`src/rtl/fcmp_pkg.sv`:
```
package fcmp_pkg;
  localparam int unsigned FP_W   = 64;
  localparam int unsigned EXP_W  = 11;
  localparam int unsigned FRAC_W = 52;
  localparam int unsigned CODE_W = 4;

  localparam logic [CODE_W-1:0] CC_LT   = 4'b1000;
  localparam logic [CODE_W-1:0] CC_GT   = 4'b0100;
  localparam logic [CODE_W-1:0] CC_EQ   = 4'b0010;
  localparam logic [CODE_W-1:0] CC_UN   = 4'b0001;
  localparam logic [CODE_W-1:0] CC_NONE = 4'b0000;

  typedef struct packed {
    logic is_nan;
    logic is_snan;
  } opclass_t;

  typedef struct packed {
    logic [CODE_W-1:0] code;
    logic              vx_snan;
    logic              vx_cmp;
    logic              unavail;
  } verdict_t;
endpackage

```
`src/rtl/fp64_classify.sv`:
```
module fp64_classify import fcmp_pkg::*; (
  input  logic [FP_W-1:0] op_i,
  output opclass_t        cls_o
);
  logic [EXP_W-1:0]  exp_f;
  logic [FRAC_W-1:0] frac_f;
  logic              exp_max;
  logic              frac_nz;

  assign exp_f   = op_i[FP_W-2 -: EXP_W];
  assign frac_f  = op_i[FRAC_W-1:0];
  assign exp_max = &exp_f;
  assign frac_nz = |frac_f;

  // quiet bit is the top fraction bit; cleared means signalling
  assign cls_o.is_nan  = exp_max & frac_nz;
  assign cls_o.is_snan = exp_max & frac_nz & ~frac_f[FRAC_W-1];
endmodule

```
`src/rtl/fp64_order.sv`:
```
module fp64_order import fcmp_pkg::*; #(
  parameter int unsigned CHUNK_W = 8
) (
  input  logic [FP_W-1:0] a_i,
  input  logic [FP_W-1:0] b_i,
  output logic            lt_o,
  output logic            le_o
);
  localparam int unsigned MAG_W   = FP_W - 1;
  localparam int unsigned N_CHUNK = (MAG_W + CHUNK_W - 1) / CHUNK_W;
  localparam int unsigned PAD_W   = N_CHUNK * CHUNK_W;

  logic [PAD_W-1:0]   mag_a, mag_b;
  logic [N_CHUNK-1:0] c_gt, c_eq;
  logic [N_CHUNK:0]   gt_chain, eq_chain;
  logic               mag_gt, mag_eq, mag_lt;
  logic               sa, sb, both_zero;

  assign mag_a = PAD_W'(a_i[MAG_W-1:0]);
  assign mag_b = PAD_W'(b_i[MAG_W-1:0]);
  assign sa    = a_i[FP_W-1];
  assign sb    = b_i[FP_W-1];

  // per-chunk magnitude compare, resolved from the most significant chunk down
  assign gt_chain[N_CHUNK] = 1'b0;
  assign eq_chain[N_CHUNK] = 1'b1;
  for (genvar g = 0; g < N_CHUNK; g++) begin : g_chunk
    assign c_gt[g]     = mag_a[g*CHUNK_W +: CHUNK_W] > mag_b[g*CHUNK_W +: CHUNK_W];
    assign c_eq[g]     = mag_a[g*CHUNK_W +: CHUNK_W] == mag_b[g*CHUNK_W +: CHUNK_W];
    assign gt_chain[g] = gt_chain[g+1] | (eq_chain[g+1] & c_gt[g]);
    assign eq_chain[g] = eq_chain[g+1] & c_eq[g];
  end

  assign mag_gt    = gt_chain[0];
  assign mag_eq    = eq_chain[0];
  assign mag_lt    = ~mag_gt & ~mag_eq;
  assign both_zero = ~|mag_a & ~|mag_b;

  logic eq_w;
  always_comb begin
    lt_o = 1'b0;
    eq_w = 1'b0;
    if (both_zero) begin
      eq_w = 1'b1;
    end else if (sa != sb) begin
      lt_o = sa;
    end else if (!sa) begin
      lt_o = mag_lt;
      eq_w = mag_eq;
    end else begin
      lt_o = mag_gt;
      eq_w = mag_eq;
    end
    le_o = lt_o | eq_w;
  end
endmodule

```
`src/rtl/cmp_cr_bank.sv`:
```
module cmp_cr_bank #(
  parameter  int unsigned N_FIELDS = 8,
  parameter  int unsigned FIELD_W  = 4,
  localparam int unsigned IDX_W    = (N_FIELDS > 1) ? $clog2(N_FIELDS) : 1
) (
  input  logic                          clk,
  input  logic                          rst_n,
  input  logic                          wr_en,
  input  logic [IDX_W-1:0]              wr_idx,
  input  logic [FIELD_W-1:0]            wr_val,
  output logic [N_FIELDS*FIELD_W-1:0]   fields_o
);
  // field k lives in slot N_FIELDS-1-k so field 0 is most significant
  for (genvar k = 0; k < N_FIELDS; k++) begin : g_field
    localparam int unsigned SLOT = N_FIELDS - 1 - k;
    logic hit;
    assign hit = wr_en && (wr_idx == IDX_W'(k));

    always_ff @(posedge clk or negedge rst_n) begin
      if (!rst_n)   fields_o[SLOT*FIELD_W +: FIELD_W] <= '0;
      else if (hit) fields_o[SLOT*FIELD_W +: FIELD_W] <= wr_val;
    end

    p_field_write_r4: assert property (@(posedge clk) disable iff (!rst_n)
      (wr_en && wr_idx == IDX_W'(k)) |=> fields_o[SLOT*FIELD_W +: FIELD_W] == $past(wr_val));
    p_field_keep_r4: assert property (@(posedge clk) disable iff (!rst_n)
      !(wr_en && wr_idx == IDX_W'(k)) |=> $stable(fields_o[SLOT*FIELD_W +: FIELD_W]));
  end
endmodule

```
`src/rtl/fp64_cmp_flags.sv`:
```
module fp64_cmp_flags import fcmp_pkg::*; #(
  parameter  int unsigned N_CRF   = 8,
  parameter  int unsigned CHUNK_W = 8,
  localparam int unsigned IDX_W   = (N_CRF > 1) ? $clog2(N_CRF) : 1
) (
  input  logic                      clk,
  input  logic                      rst_n,
  input  logic                      fpu_en,
  input  logic                      in_valid,
  output logic                      in_ready,
  input  logic [FP_W-1:0]           in_opa,
  input  logic [FP_W-1:0]           in_opb,
  input  logic [IDX_W-1:0]          in_crf,
  input  logic                      in_ordered,
  output logic                      out_valid,
  input  logic                      out_ready,
  output logic [CODE_W-1:0]         out_code,
  output logic [IDX_W-1:0]          out_crf,
  output logic                      out_vxsnan,
  output logic                      out_vxvc,
  output logic                      out_fpu_unavail,
  output logic [N_CRF*CODE_W-1:0]   cr_fields,
  output logic [CODE_W-1:0]         fp_flags
);
  localparam int unsigned N_OPS = 2;

  logic             accept;
  logic [FP_W-1:0]  ops [N_OPS];
  opclass_t         cls [N_OPS];
  logic             a_lt, a_le;
  logic             any_nan, any_snan;
  verdict_t         vd;

  assign in_ready = ~out_valid | out_ready;
  assign accept   = in_valid & in_ready;

  assign ops[0] = in_opa;
  assign ops[1] = in_opb;

  for (genvar i = 0; i < N_OPS; i++) begin : g_cls
    fp64_classify u_cls (.op_i(ops[i]), .cls_o(cls[i]));
  end

  fp64_order #(.CHUNK_W(CHUNK_W)) u_order (
    .a_i (in_opa),
    .b_i (in_opb),
    .lt_o(a_lt),
    .le_o(a_le)
  );

  assign any_nan  = cls[0].is_nan  | cls[1].is_nan;
  assign any_snan = cls[0].is_snan | cls[1].is_snan;

  // NaN check first; magnitude result is used only for ordered operands
  always_comb begin
    vd = '0;
    if (!fpu_en) begin
      vd.unavail = 1'b1;
      vd.code    = CC_NONE;
    end else begin
      if (any_nan)    vd.code = CC_UN;
      else if (a_lt)  vd.code = CC_LT;
      else if (!a_le) vd.code = CC_GT;
      else            vd.code = CC_EQ;
      vd.vx_snan = any_nan & any_snan;
      vd.vx_cmp  = in_ordered & any_nan & ~any_snan;
    end
  end

  always_ff @(posedge clk or negedge rst_n) begin
    if (!rst_n) begin
      out_valid       <= 1'b0;
      out_code        <= CC_NONE;
      out_crf         <= '0;
      out_vxsnan      <= 1'b0;
      out_vxvc        <= 1'b0;
      out_fpu_unavail <= 1'b0;
    end else if (accept) begin
      out_valid       <= 1'b1;
      out_code        <= vd.code;
      out_crf         <= in_crf;
      out_vxsnan      <= vd.vx_snan;
      out_vxvc        <= vd.vx_cmp;
      out_fpu_unavail <= vd.unavail;
    end else if (out_ready) begin
      out_valid       <= 1'b0;
    end
  end

  always_ff @(posedge clk or negedge rst_n) begin
    if (!rst_n)                fp_flags <= '0;
    else if (accept && fpu_en) fp_flags <= vd.code;
  end

  cmp_cr_bank #(.N_FIELDS(N_CRF), .FIELD_W(CODE_W)) u_bank (
    .clk     (clk),
    .rst_n   (rst_n),
    .wr_en   (accept & fpu_en),
    .wr_idx  (in_crf),
    .wr_val  (vd.code),
    .fields_o(cr_fields)
  );

  p_code_onehot_r1: assert property (@(posedge clk) disable iff (!rst_n)
    (out_valid && !out_fpu_unavail) |-> $countones(out_code) == 1);
  p_flags_follow_r5: assert property (@(posedge clk) disable iff (!rst_n)
    (accept && fpu_en) |=> fp_flags == out_code);
  p_exc_unord_r6: assert property (@(posedge clk) disable iff (!rst_n)
    (out_valid && (out_vxsnan || out_vxvc)) |-> out_code == CC_UN);
  p_exc_excl_r7: assert property (@(posedge clk) disable iff (!rst_n)
    out_valid |-> !(out_vxsnan && out_vxvc));
  p_unavail_quiet_r8: assert property (@(posedge clk) disable iff (!rst_n)
    (out_valid && out_fpu_unavail) |-> (out_code == CC_NONE && !out_vxsnan && !out_vxvc));
  p_no_update_r8: assert property (@(posedge clk) disable iff (!rst_n)
    (accept && !fpu_en) |=> ($stable(fp_flags) && $stable(cr_fields)));
  p_hold_r9: assert property (@(posedge clk) disable iff (!rst_n)
    (out_valid && !out_ready) |=> (out_valid && $stable(out_code) && $stable(out_crf)
      && $stable({out_vxsnan, out_vxvc, out_fpu_unavail})));
endmodule

```
`config.mk`:
```
export PLATFORM = sky130hd
export DESIGN_NAME = fp64_cmp_flags
export DESIGN_NICKNAME = d
export VERILOG_FILES = /design/src/rtl/fcmp_pkg.sv /design/src/rtl/fp64_classify.sv /design/src/rtl/fp64_order.sv /design/src/rtl/cmp_cr_bank.sv /design/src/rtl/fp64_cmp_flags.sv
export SDC_FILE = /design/constraint.sdc
export NUM_CORES = 1
export LEC_CHECK = 0
export BUFFER_PORTS_ARGS = -buffer_cell sky130_fd_sc_hd__clkbuf_2
export CORE_MARGIN = 2
export CORE_UTILIZATION = 45
export DETAILED_ROUTE_END_ITERATION = 16
export GPL_TIMING_DRIVEN = 0
export HOLD_SLACK_MARGIN = 0.12
export PLACE_DENSITY = 0.78
export SLEW_MARGIN = 10
export SYNTH_ARGS = -nofsm -noshare
export SYNTH_HDL_FRONTEND = slang
export SYNTH_SLANG_ARGS = --single-unit
```
`constraint.sdc`:
```
create_clock -name clk -period 3.05 [get_ports clk]
set_input_delay 0.4575 -clock clk [delete_from_list [all_inputs] [get_ports clk]]
set_output_delay 0.4575 -clock clk [all_outputs]
set_load 0.05 [all_outputs]
```
-- After elaboration in Yosys (flattened, before gate mapping)
Index checks and enable logic that the tools add are counted.
- register bits after elaboration: 47
- bits of input ports: 137
- output and inout port bits: 48
- word-level logic and storage cells: 113
- $lt $le $gt $ge: 8
- eq/ne operators: 16
- multiplexer cells: 13
- bitwise gates (word level): 42
- reduce and logical (&&, ||, !) cells: 19
- operators by type and width (cell ; number):
    $reduce_or A63 Y1 ; 2
    $reduce_or A52 Y1 ; 2
    $eq A8 B8 Y1 ; 7
    $gt A8 B8 Y1 ; 7
    $and A1 B1 Y1 ; 25
    $reduce_and A11 Y1 ; 2
    $eq A3 B3 Y1 const B ; 4
    $mux W4 ; 3
    $or A1 B1 Y1 ; 11
    $logic_and A1 B1 Y1 ; 9
    $mux W1 ; 8
    $eq A7 B7 Y1 ; 1
    $gt A7 B7 Y1 ; 1
    $eq A3 B2 Y1 const B ; 2
    $not A1 Y1 ; 6
    $eq A3 B1 Y1 const B ; 1
    $logic_not A3 Y1 ; 1
    $mux W3 ; 1
    $logic_not A1 Y1 ; 2
    $mux W2 ; 1
    $reduce_bool A2 Y1 ; 1
    $ne A1 B1 Y1 ; 1

-- Logic depth before layout (Yosys ltp)
Gate-level depths: netlist of run 1.
- depth in word-level cells: 19
- gate-level depth with buffers: 10
- mapped depth without buffers: 9

-- Hierarchy
A second synthesis of run 1 with hierarchy kept.
- cells, all modules: 450
- area, all modules: 4341.7 µm²
- modules (own cells, without submodules) (module ; instances ; cells an instance ; area an instance (µm²) ; sequential area each (µm²)):
    fp64_order ; 1 ; 282 ; 2014.4 ; 0.0
    cmp_cr_bank ; 1 ; 72 ; 1311.3 ; 800.8
    fp64_cmp_flags ; 1 ; 48 ; 658.1 ; 375.4
    fp64_classify ; 2 ; 24 ; 178.9 ; 0.0

-- Worst setup path before layout of run 1
No wires, ideal clock.
- path kind: flip-flop to flip-flop
- from: register out_valid
- to: register u_bank.fields_o[28]
- setup time: 125 ps
- arrival: 2435 ps
- data required time: 2925 ps
- setup slack: 491 ps
- stages on the path, launching flop included: 8
- path buffers: 1
- period minus slack after synthesis: 2559 ps
- cells stage by stage: dfrtp_1 > nand2b_1 > and2_1 > buf_6 > nand2_1 > or4_1 > inv_1 > mux2_2
- longest elaborated chain between the ends: 5
- RTL lines (item ; RTL line ; text):
    start, declared ; fp64_cmp_flags.sv:15 ; output logic out_valid,
    start signal, assigned ; fp64_cmp_flags.sv:72 ; out_valid <= 1'b0;
    start signal, assigned ; fp64_cmp_flags.sv:79 ; out_valid <= 1'b1;
    start signal, assigned ; fp64_cmp_flags.sv:86 ; out_valid <= 1'b0;
    $not A1 Y1 ; fp64_cmp_flags.sv:34 ; assign in_ready = ~out_valid | out_ready;
    $or A1 B1 Y1 ; fp64_cmp_flags.sv:34 ;
    via in_ready ; fp64_cmp_flags.sv:10 ; output logic in_ready,
    $and A1 B1 Y1 ; fp64_cmp_flags.sv:35 ; assign accept = in_valid & in_ready;
    $and A1 B1 Y1 ; fp64_cmp_flags.sv:98 ; .wr_en (accept & fpu_en),
    $logic_and A1 B1 Y1 ; cmp_cr_bank.sv:17 ; assign hit = wr_en && (wr_idx == IDX_W'(k));
    end signal, assigned by index ; cmp_cr_bank.sv:21 ; else if (hit) fields_o[SLOT*FIELD_W +: FIELD_W] <= wr_val;
    end, declared ; cmp_cr_bank.sv:11 ; output logic [N_FIELDS*FIELD_W-1:0] fields_o
The timed path passes the listed nets, and every way through them passes these cells.
A chain may end at the register's enable or synchronous reset.

-- Worst setup path after layout of run 1
- from: input port in_opb[62]
- to: register u_bank.fields_o[14]
- longest elaborated chain between the ends: 19
- elaborated cells on any way between the ends: 42
- those cells by class: 1 x order compare; 1 x eq/ne; 9 x mux; 28 x bitwise; 3 x reduce/logical
- RTL lines (item ; RTL line ; text):
    start, declared ; fp64_cmp_flags.sv:12 ; input logic [FP_W-1:0] in_opb,
    parallel branches: the longest is 17 deep, another holds $gt A7 B7 Y1 ; n/a ;
    $mux W4 * ; fp64_cmp_flags.sv:61 ; if (any_nan) vd.code = CC_UN;
    $mux W4 * ; fp64_cmp_flags.sv:57 ; if (!fpu_en) begin
Mark *: on every way between the ends.

==> results.sh, run 1 <==
export IMPL_cts_max_path_buffers=2
export IMPL_r2r_end="u_bank.fields_o[11]"
export IMPL_n_antenna_cell=0
export IMPL_cts_tree="yes"
export IMPL_io_buffer_count=184
export IMPL_max_vdd_ir_drop_mv=0.442
export IMPL_ys_seq_elements=47
export IMPL_cp_max_fo=10
export IMPL_first_iter_violations=165
export IMPL_min_period_ns=2.87
export IMPL_relSlewSlack=0.312
export IMPL_initial_core_util=0.457
export IMPL_ys_types=48
export IMPL_drc=0
export IMPL_slew_viol_final=0
export IMPL_yosysSeqAreaShare=0.299
export IMPL_htreeDepth=2
export IMPL_setup_violations=0
export IMPL_final_cell_area_mm2=0.00510
export IMPL_hold_violations=0
export IMPL_rr_startpoint="out_valid"
export IMPL_grt_max_degree=48
export IMPL_dieWidth_um=97.5
export IMPL_fin_nets=839
export IMPL_fmaxAchievable_mhz=349
export IMPL_hold_class="in -> async"
export IMPL_cp_endpoint="u_bank.fields_o[14]"
export IMPL_wl_per_cell_um=17.0
export IMPL_start_kind="primary input"
export IMPL_postSynthAreaPerCell_um2=8.78
export IMPL_ff2ff_path_depth=7
export IMPL_ant_nets=0
export IMPL_drive_gt1_frac=0.345
export IMPL_grt_usage=0.266
export IMPL_tns_ns=0
export IMPL_io_pins=185
export IMPL_grt_ovfl_total=0
export IMPL_post_route_util=0.593
export IMPL_cp_required_ns=3.20
export IMPL_clk_pin_slew_ns=0.09
export IMPL_holdBufCountCts=0
export IMPL_clk_insertion_delay_late_ns=0.30
export IMPL_worstPathArrival_ns=3.02
export IMPL_power_density_mw_per_mm2=394
export IMPL_worst_r2r_setup_slack_ns=0.90
export IMPL_syn_nets=648
export IMPL_placed_area_mm2=0.00499
export IMPL_area_growth_pct=29.7
export IMPL_tightestPinTransition_ns=1.03
export IMPL_async_reset_ff_frac=1.00
export IMPL_status="finished, final reports clean"
export IMPL_design_die_area_mm2=0.00950
export IMPL_fin_skew_ns=0.00498
export IMPL_cts_root_buf="clkbuf_8"
export IMPL_gp_congestion=0.938
export IMPL_die_height_um=97.5
export IMPL_endpoint_kind="flop"
export IMPL_ys_flop_type="dfrtp_1"
export IMPL_post_cts_buffers=0
export IMPL_netlist_instances=448
export IMPL_synth_area_mm2=0.00393
export IMPL_drt_total_wl_um=12700
export IMPL_cap_violations=0
export IMPL_period_share=0.940
export IMPL_total_leakage_power_nw=2.86
export IMPL_cts_buffers=5
export IMPL_placed_cells=740
export IMPL_criticalPathCategory="in -> reg"
export IMPL_cts_resized=0
export IMPL_num_vias=4207
export IMPL_clkSinkCount=47
export IMPL_finalNonFillerCells=748
export IMPL_avgViaCountPerCell=5.62
export IMPL_core_mm2=0.00859
export IMPL_grt_pass1_wl_um=20900
export IMPL_firstDrtPassIters=4
export IMPL_grt_pass1_vias=4413
export IMPL_post_dp_hpwl_um=10900
export IMPL_yosys_warnings=0
export IMPL_startpoint="in_opb[62]"
export IMPL_rows=34
export IMPL_synth_edf_count=0
export IMPL_grt_antenna_before_repair=0
export IMPL_rsz0062_at_grt="false"
## synthesized netlist by cell type (5+ instances only)
| cell type | count | area [um^2] |
|---|---|---|
| dfrtp_1 | 47 | 1180 |
| nor2_1 | 16 | 60.1 |
| nand4_1 | 17 | 106 |
| a21o_1 | 7 | 52.6 |
| a21oi_1 | 15 | 75.1 |
| inv_1 | 82 | 308 |
| o31ai_1 | 8 | 60.1 |
| mux2_2 | 17 | 191 |
| nor4_1 | 33 | 206 |
| o21ai_0 | 6 | 30.0 |
| o32ai_1 | 14 | 123 |
| nor3_1 | 10 | 50.1 |
| nand2_1 | 37 | 139 |
| nor2b_1 | 8 | 50.1 |
| nand2b_1 | 6 | 37.5 |
| nand3_1 | 17 | 85.1 |
| a211oi_1 | 5 | 37.5 |
| ha_1 | 63 | 788 |
## state kept, by name, summed over array words and instances, names as in the netlist
register / cells
fp_flags: 4
out_code: 4
out_crf: 3
out_fpu_unavail: 1
out_valid: 1
out_vxsnan: 1
out_vxvc: 1
u_bank.fields_o: 32
## worst min path at each step
stage / startpoint / to / slack (ns) / cells after the start
after floorplan: rst_n / fp_flags[0] / 0.16 / 0
after global placement: out_crf[2] / out_crf[2] / 0.46 / 2
after detailed placement: out_crf[1] / out_crf[1] / 0.47 / 2
after CTS: in_valid / out_valid / 0.39 / 2
after global routing: rst_n / out_crf[1] / 0.40 / 1
final: rst_n / u_bank.fields_o[26] / 0.32 / 1
## routing by layer
layer  share of wire  global-route usage
met5               0                   0
met4           0.022              0.0780
met3           0.076              0.0583
met2            0.49               0.477
met1            0.41               0.320
## cells by family (layout without fill, tap and decap cells)
family	count (synthesis)	after routing	share of synthesized area
compound gates	79	79	0.151
xor+xnor	1	1	0.00223
fa+ha+maj	63	63	0.201
buf+inv	85	277	0.0837
flops	47	47	0.299
mux	17	17	0.0487
simple gates	156	156	0.215
## layout by cell type (no fill, tap or decap), types with 2 or more instances in the layout
cell type / n
a21o_1: 7
mux2_2: 17
nor4_2: 2
nand3_1: 17
nor2b_1: 8
nor3_1: 10
nor2_1: 16
o31ai_1: 8
clkbuf_8: 5
nor4_1: 33
nand2_1: 37
inv_1: 82
buf_2: 3
nand2_2: 2
a21oi_1: 15
and3_1: 2
dfrtp_1: 47
nand2b_1: 6
o32ai_1: 14
a211oi_1: 5
ha_1: 63
o21ai_0: 6
o2111ai_1: 2
nand4_1: 17
o221ai_1: 3
clkbuf_2: 183
o21bai_1: 2
o211ai_1: 2
o2111a_1: 2
## critical path, cell delays in order
cell and delay [ns]:
clkbuf_2 0.09, inv_1 0.05, ha_1 0.31, nand4_1 0.19, nor4_2 0.52, and3_1 0.32
o221ai_1 0.16, o2111a_1 0.24, a21boi_2 0.48, o32ai_1 0.20
## per-stage QoR
step | power (mW) | hold slack, ns | worst slack, ns
CTS | 2.00 | 0.385 | 0.244
global placement | 1.54 | 0.460 | -0.00687
global route | 2.11 | 0.395 | 0.0398
floorplan | 1.26 | 0.162 | 0.491
finish | 2.01 | 0.325 | 0.182
detailed placement | 1.56 | 0.466 | -0.0471
## layout make-up
class | count | area (um^2)
inverter | 82 | 308
buffer | 3 | 21.3
clock inverter | 3 | 43.8
fill | 780 | 3490
multi-input combinational | 316 | 2430
timing repair buffer | 184 | 921
tap | 108 | 135
clock buffer | 5 | 68.8
sequential | 47 | 1180
## power breakdown
part           total [mW]  internal (mW)  switching, mW  leakage [nW]
clock network       0.460          0.244          0.216        0.0581
registers           0.736          0.695         0.0414         0.613
logic               0.813          0.250          0.564          2.19
total                2.01           1.19          0.821          2.86
Power figures use the tool's default switching activity.
==> run 2: changes to the inputs <==
--- a/config.mk
+++ b/config.mk
@@ -5,13 +5,14 @@
 export SDC_FILE = /design/constraint.sdc
 export NUM_CORES = 1
 export LEC_CHECK = 0
+export ABC_AREA = 1
 export BUFFER_PORTS_ARGS = -buffer_cell sky130_fd_sc_hd__clkbuf_2
 export CORE_MARGIN = 2
 export CORE_UTILIZATION = 45
 export DETAILED_ROUTE_END_ITERATION = 16
 export GPL_TIMING_DRIVEN = 0
 export HOLD_SLACK_MARGIN = 0.12
-export PLACE_DENSITY = 0.78
+export PLACE_DENSITY = 0.76
 export SLEW_MARGIN = 10
 export SYNTH_ARGS = -nofsm -noshare
 export SYNTH_HDL_FRONTEND = slang
==> results.sh, run 2 <==
export IMPL_layout_top_registers="u_bank.fields_o: 32 flops, fp_flags: 4 flops, out_code: 4 flops"
export IMPL_cap_violations=0
export IMPL_post_dp_hpwl_um=10500
export IMPL_grt_ovfl_total=0
export IMPL_drc=0
export IMPL_post_route_util=0.591
export IMPL_wl_met3_um=577
export IMPL_tightestPinTransition_ns=1.04
export IMPL_grt_pass1_vias=4647
export IMPL_status="finished, final reports clean"
export IMPL_min_period_ns=2.24
export IMPL_ys_flop_type="dfrtp_1"
export IMPL_yosysTopAreaCellShare=0.277
export IMPL_io_pins=185
export IMPL_power_frac_comb=0.420
export IMPL_firstDrtPassIters=4
export IMPL_max_vdd_ir_drop_mv=0.222
export IMPL_rsz0062_at_grt="false"
export IMPL_power_density_mw_per_mm2=394
export IMPL_relSlewSlack=0.308
export IMPL_synth_most_common_cell="nand2_1"
export IMPL_cts_root_buf="clkbuf_8"
export IMPL_ff2ff_path_depth=10
export IMPL_synthTopCellsByArea="dfrtp_1 28%, ha_1 19%, nand2_1 13%"
export IMPL_final_common_cell="clkbuf_2"
export IMPL_grt_pass1_wl_um=20400
export IMPL_first_iter_violations=182
export IMPL_drive_gt1_frac=0.276
export IMPL_synth_top_family_by_area="simple AND/OR/NAND/NOR gates"
export IMPL_synth_adder_area_share=0.185
export IMPL_criticalPathCategory="in -> reg"
export IMPL_grt_usage=0.244
export IMPL_wl_met1_um=5190
export IMPL_synth_compound_area_frac=0.0709
export IMPL_grt_max_degree=48
export IMPL_dr_wl_met2_um=6040
export IMPL_largest_register_ffs=32
export IMPL_syn_nets=799
export IMPL_clkSinkCount=47
export IMPL_holdBufCountCts=0
export IMPL_cp_required_ns=3.25
export IMPL_synthMuxAreaShare=0
export IMPL_rows=35
export IMPL_cp_max_fo=10
export IMPL_initial_core_util=0.462
export IMPL_fin_skew_ns=0.00643
export IMPL_fmaxAchievable_mhz=447
export IMPL_synth_area_mm2=0.00425
export IMPL_yosys_area_share_simple=0.360
export IMPL_grt_antenna_before_repair=0
export IMPL_drt_total_wl_um=12200
export IMPL_cts_tree="yes"
export IMPL_seqPwrFrac=0.353
export IMPL_yosysSeqAreaShare=0.277
export IMPL_ys_seq_elements=47
export IMPL_io_buffer_count=184
export IMPL_start_kind="primary input"
export IMPL_yosys_area_top_type="dfrtp_1"
export IMPL_worstPathArrival_ns=2.43
export IMPL_dieWidth_um=101
export IMPL_ant_nets=0
export IMPL_gp_congestion=0.896
export IMPL_top_layer="met4"
export IMPL_num_vias=4655
export IMPL_design_die_area_mm2=0.0102
export IMPL_final_cell_mix="183 x clkbuf_2, 151 x nand2_1, 112 x inv_1, 63 x ha_1, 53 x nor2_1"
export IMPL_core_mm2=0.00920
export IMPL_avgViaCountPerCell=5.16
export IMPL_tns_ns=0
export IMPL_fin_nets=990
export IMPL_netlist_instances=599
export IMPL_setup_violations=0
export IMPL_ys_types=34
export IMPL_worst_r2r_setup_slack_ns=1.07
export IMPL_die_height_um=101
export IMPL_cts_resized=0
export IMPL_endpoint_kind="flop"
export IMPL_p_switching_mw=0.899
export IMPL_htreeDepth=2
export IMPL_largest_register="u_bank.fields_o"
export IMPL_area_growth_pct=27.8
export IMPL_ys_top_cells_by_count="151 x nand2_1, 112 x inv_1, 63 x ha_1"
export IMPL_synth_edf_count=0
export IMPL_intPower_mw=1.24
export IMPL_p_sw_frac=0.420
export IMPL_synth_xor_area_frac=0
export IMPL_period_share=0.733
export IMPL_clk_insertion_delay_late_ns=0.30
export IMPL_total_leakage_power_nw=3.27
export IMPL_post_cts_buffers=0
export IMPL_hold_violations=0
export IMPL_fill_cells=898
export IMPL_wl_per_cell_um=13.5
export IMPL_power_frac_clock=0.227
export IMPL_cp_endpoint="out_code[2]"
export IMPL_clk_pin_slew_ns=0.09
export IMPL_cts_buffers=5
export IMPL_yosys_warnings=0
export IMPL_async_reset_ff_frac=1.00
export IMPL_cts_max_path_buffers=2
export IMPL_hold_class="in -> async"
export IMPL_startpoint="in_opb[62]"
export IMPL_slew_viol_final=0
export IMPL_postSynthAreaPerCell_um2=7.10
export IMPL_r2r_end="u_bank.fields_o[12]"
export IMPL_rr_startpoint="out_valid"
export IMPL_n_antenna_cell=0
==> run 2: cell count changes after synthesis, sizes merged, moves of 8 or more <==
cell   before  now
a21oi      16   32
inv        82  117
mux2       17    0
nand2      39  156
nand3      17   26
nand4      17   26
nor2       16   62
nor2b       8    0
o21ai       6   15
o31ai       8    0
o32ai      14    0
==> run 2: critical path, cell delays in order <==
cell and delay [ns]:
clkbuf_2 0.11, inv_1 0.06, ha_1 0.30, nand2_1 0.10, nor2_2 0.16, nand2_4 0.09
nor2_8 0.15, nand4_4 0.11, nor2_4 0.13, nand3_2 0.08, nand4_1 0.12, nor2_2 0.07
nor2_8 0.22, nand2_8 0.12, nand3_2 0.09, nand2_1 0.05
==> run 2: layer usage <==
metal,vias up,GRT usage
met5,-,0
met4,0,0.0748
met3,29,0.0304
met2,143,0.442
met1,2130,0.302
li1,2353,-
==> run 2: how the worst min path moves through the flow <==
| stage | to | slack [ns] | depth (start not counted) | from |
|---|---|---|---|---|
| global route | u_bank.fields_o[0] | 0.42 | 1 | rst_n |
| detailed placement | out_code[3] | 0.47 | 2 | out_code[3] |
| CTS | u_bank.fields_o[0] | 0.40 | 1 | rst_n |
| finish | u_bank.fields_o[0] | 0.33 | 1 | rst_n |
| floorplan | fp_flags[0] | 0.16 | 0 | rst_n |
| global placement | out_code[2] | 0.46 | 2 | out_code[2] |
==> run 2: layout make-up <==
class	count	area (um^2)	share of cell area
Inverter	118	443	0.0815
Timing Repair Buffer	184	921	0.169
Tap cell	111	139	0.0256
Clock inverter	2	38.8	0.00714
Buffer	2	11.3	0.00207
Clock buffer	6	82.6	0.0152
Sequential cell	47	1180	0.216
Multi-Input combinational cell	432	2620	0.483
==> run 2: cell families after synthesis <==
family,after synthesis
compound gates,56
fa+ha+maj,63
buf+inv,120
flops,47
simple gates,313
==> run 2: metrics by stage <==
step | hold WS [ns] | power, mW | cell area (um^2) | setup WS [ns] | std cells
finish | 0.330 | 2.14 | 5430 | 0.815 | 902
global route | 0.424 | 2.27 | 5430 | 0.545 | 902
CTS | 0.398 | 2.15 | 5430 | 0.803 | 902
detailed placement | 0.467 | 1.66 | 5310 | 0.491 | 894
global placement | 0.464 | 1.64 | 5310 | 0.547 | 894
floorplan | 0.162 | 1.36 | 4250 | 0.779 | 599
==> run 2: power by group through the flow <==
stage / clock network (mW) / logic, mW / registers, mW
after floorplan: 0 / 0.301 / 1.05
after global placement: 0 / 0.874 / 0.764
after detailed placement: 0 / 0.895 / 0.766
after CTS: 0.492 / 0.900 / 0.754
after global routing: 0.516 / 0.987 / 0.764
final: 0.486 / 0.897 / 0.755
==> run 3: changes to the inputs <==
--- a/config.mk
+++ b/config.mk
@@ -5,14 +5,14 @@
 export SDC_FILE = /design/constraint.sdc
 export NUM_CORES = 1
 export LEC_CHECK = 0
-export ABC_AREA = 1
+export ABC_AREA = 0
 export BUFFER_PORTS_ARGS = -buffer_cell sky130_fd_sc_hd__clkbuf_2
 export CORE_MARGIN = 2
-export CORE_UTILIZATION = 45
+export CORE_UTILIZATION = 43
 export DETAILED_ROUTE_END_ITERATION = 16
 export GPL_TIMING_DRIVEN = 0
 export HOLD_SLACK_MARGIN = 0.12
-export PLACE_DENSITY = 0.76
+export PLACE_DENSITY = 0.78
 export SLEW_MARGIN = 10
 export SYNTH_ARGS = -nofsm -noshare
 export SYNTH_HDL_FRONTEND = slang
==> constraint.sdc (replaced) <==
create_clock -name clk -period 2 [get_ports clk]
set_input_delay 0.3 -clock clk [delete_from_list [all_inputs] [get_ports clk]]
set_output_delay 0.3 -clock clk [all_outputs]
set_load 0.05 [all_outputs]
==> results.sh, run 3 (synthesis gave the netlist of run 1 again) <==
export IMPL_min_period_ns=2.17
export IMPL_clk_insertion_delay_late_ns=0.31
export IMPL_hold_worst_slack_ns=0.167
export IMPL_path_delay_family="compound AO/OA/AOI/OAI gates"
export IMPL_post_dp_hpwl_um=11000
export IMPL_totalPowerFinal_mw=3.32
export IMPL_final_common_cell="clkbuf_2"
export IMPL_power_frac_clock=0.182
export IMPL_worstPathArrival_ns=2.38
export IMPL_relSlewSlack=0.303
export IMPL_setup_violations=30
export IMPL_layout_top_registers="u_bank.fields_o: 32 flops, fp_flags: 4 flops, out_code: 4 flops"
export IMPL_tightestPinTransition_ns=1.05
export IMPL_period_share=1.09
export IMPL_num_vias=4498
export IMPL_cp_num_buf_inv=2
export IMPL_htreeDepth=2
export IMPL_n_antenna_cell=0
export IMPL_rsz0062_at_grt="true"
export IMPL_timing_final_ws_setup_ns=-0.170
export IMPL_clkSinkCount=47
export IMPL_hold_violations=0
export IMPL_fin_nets=860
export IMPL_final_cell_mix="156 x clkbuf_2, 63 x inv_1, 46 x dfrtp_1, 43 x ha_1, 35 x nand2_1"
export IMPL_cp_max_fo=10
export IMPL_ant_nets=0
export IMPL_grt_usage=0.285
export IMPL_gp_congestion=0.948
export IMPL_design_die_area_mm2=0.00992
export IMPL_grt_pass1_wl_um=22600
export IMPL_cts_tree="yes"
export IMPL_slew_viol_final=0
export IMPL_die_height_um=99.6
export IMPL_area_growth_pct=62.3
export IMPL_first_iter_violations=203
export IMPL_intPower_mw=1.91
export IMPL_p_sw_frac=0.424
export IMPL_rr_startpoint="out_valid"
export IMPL_cap_violations=0
export IMPL_wl_per_cell_um=19.1
export IMPL_initial_core_util=0.446
export IMPL_ff_latch_area_mm2=0.00118
export IMPL_grt_antenna_before_repair=0
export IMPL_cts_root_buf="clkbuf_8"
export IMPL_cts_max_path_buffers=2
export IMPL_firstDrtPassIters=4
export IMPL_multiInputGateArea_mm2=0.00328
export IMPL_power_density_mw_per_mm2=521
export IMPL_grt_ovfl_total=0
export IMPL_cp_required_ns=2.21
export IMPL_post_route_util=0.724
export IMPL_largest_register="u_bank.fields_o"
export IMPL_rows=34
export IMPL_fin_skew_ns=0.00670
export IMPL_p_switching_mw=1.41
export IMPL_power_frac_comb=0.477
export IMPL_max_vdd_ir_drop_mv=0.602
export IMPL_crit_slowest_cell="o2111a_2"
export IMPL_io_buffer_count=184
export IMPL_dp_slack_ns=-0.780
export IMPL_core_mm2=0.00881
export IMPL_status="finished with violations"
export IMPL_avgViaCountPerCell=5.85
export IMPL_seqPwrFrac=0.341
export IMPL_start_kind="primary input"
export IMPL_criticalPathCategory="in -> reg"
export IMPL_drt_total_wl_um=14700
export IMPL_clk_pin_slew_ns=0.09
export IMPL_path_cells="clkbuf_2 > ha_1 > a21oi_1 > nor2b_1 > o41a_1 > o221ai_2 > o2111a_2 > a21boi_4 > buf_12 > o32ai_4"
export IMPL_violations="setup timing"
export IMPL_cts_buffers=5
export IMPL_fmaxAchievable_mhz=461
export IMPL_drive_gt1_frac=0.513
export IMPL_fill_cells=623
export IMPL_io_pins=185
export IMPL_cp_slowest_stage_delay_ns=0.35
export IMPL_total_leakage_power_nw=3.20
export IMPL_dieWidth_um=99.6
export IMPL_drc=0
export IMPL_holdBufCountCts=0
export IMPL_endpoint_kind="flop"
export IMPL_largest_register_ffs=32
export IMPL_hold_class="in -> async"
export IMPL_grt_max_degree=48
export IMPL_grt_pass1_vias=4661
export IMPL_startpoint="in_opa[26]"
-- run 3: power by group through the flow --
| stage | logic (mW) | registers (mW) | clock network, mW |
|---|---|---|---|
| after floorplan | 0.469 | 1.53 | 0 |
| after global placement | 1.29 | 1.14 | 0 |
| after detailed placement | 1.32 | 1.15 | 0 |
| after CTS | 1.49 | 1.13 | 0.600 |
| after global routing | 1.70 | 1.14 | 0.648 |
| final | 1.58 | 1.13 | 0.606 |
-- run 3: stage by stage --
step | TNS, ns | instances | area, um^2
finish | -3.45 | 769 | 6380
global route | -6.55 | 769 | 6380
CTS | -1.77 | 764 | 6120
detailed placement | -28.68 | 740 | 5290
global placement | -29.50 | 740 | 5290
floorplan | -3.54 | 448 | 4230
-- run 3: worst reg2reg max path: stages (launching register included) --
cell      delay, ns
dfrtp_2        0.43
nand2b_4       0.09
and2_1         0.14
buf_6          0.15
nand3_1        0.25
nor3_4         0.41
nand2_1        0.23
o32ai_4        0.29
-- run 3: metal layers --
metal / share of wire / vias up / GRT usage
met5: 0 / - / 0
met4: 0.026 / 0 / 0.0938
met3: 0.064 / 33 / 0.0534
met2: 0.50 / 201 / 0.503
met1: 0.41 / 2179 / 0.350
li1: - / 2085 / -
-- run 3: area by class of cell --
type	count	area share
Inverter	82	0.0549
Buffer	2	0.00353
Timing Repair Buffer	204	0.208
Clock buffer	7	0.0135
Sequential cell	47	0.185
Tap cell	108	0.0212
Multi-Input combinational cell	318	0.514
Clock inverter	1	0.000784
-- run 3: timing repair --
action / 4_1_cts / 5_1_grt
pin swaps: 29 / 17
resized for setup: 98 / 59
setup endpoints to repair: 39 / 38
cloned: 3 / 1
setup buffers: 15 / 5
-- run 3: worst paths after layout --
| kind | slack, ns | endpoint | depth (start not counted) |
|---|---|---|---|
| setup / recovery | -0.17 | u_bank.fields_o[2] | 10 |
| hold / removal | 0.17 | out_fpu_unavail | 1 |
| setup reg to reg | -0.09 | u_bank.fields_o[22] | 7 |
| hold reg to reg | 0.49 | fp_flags[0] | 1 |
| max in group asynchronous | 1.13 | out_valid | 1 |
| min in group clk | 0.21 | out_valid | 2 |
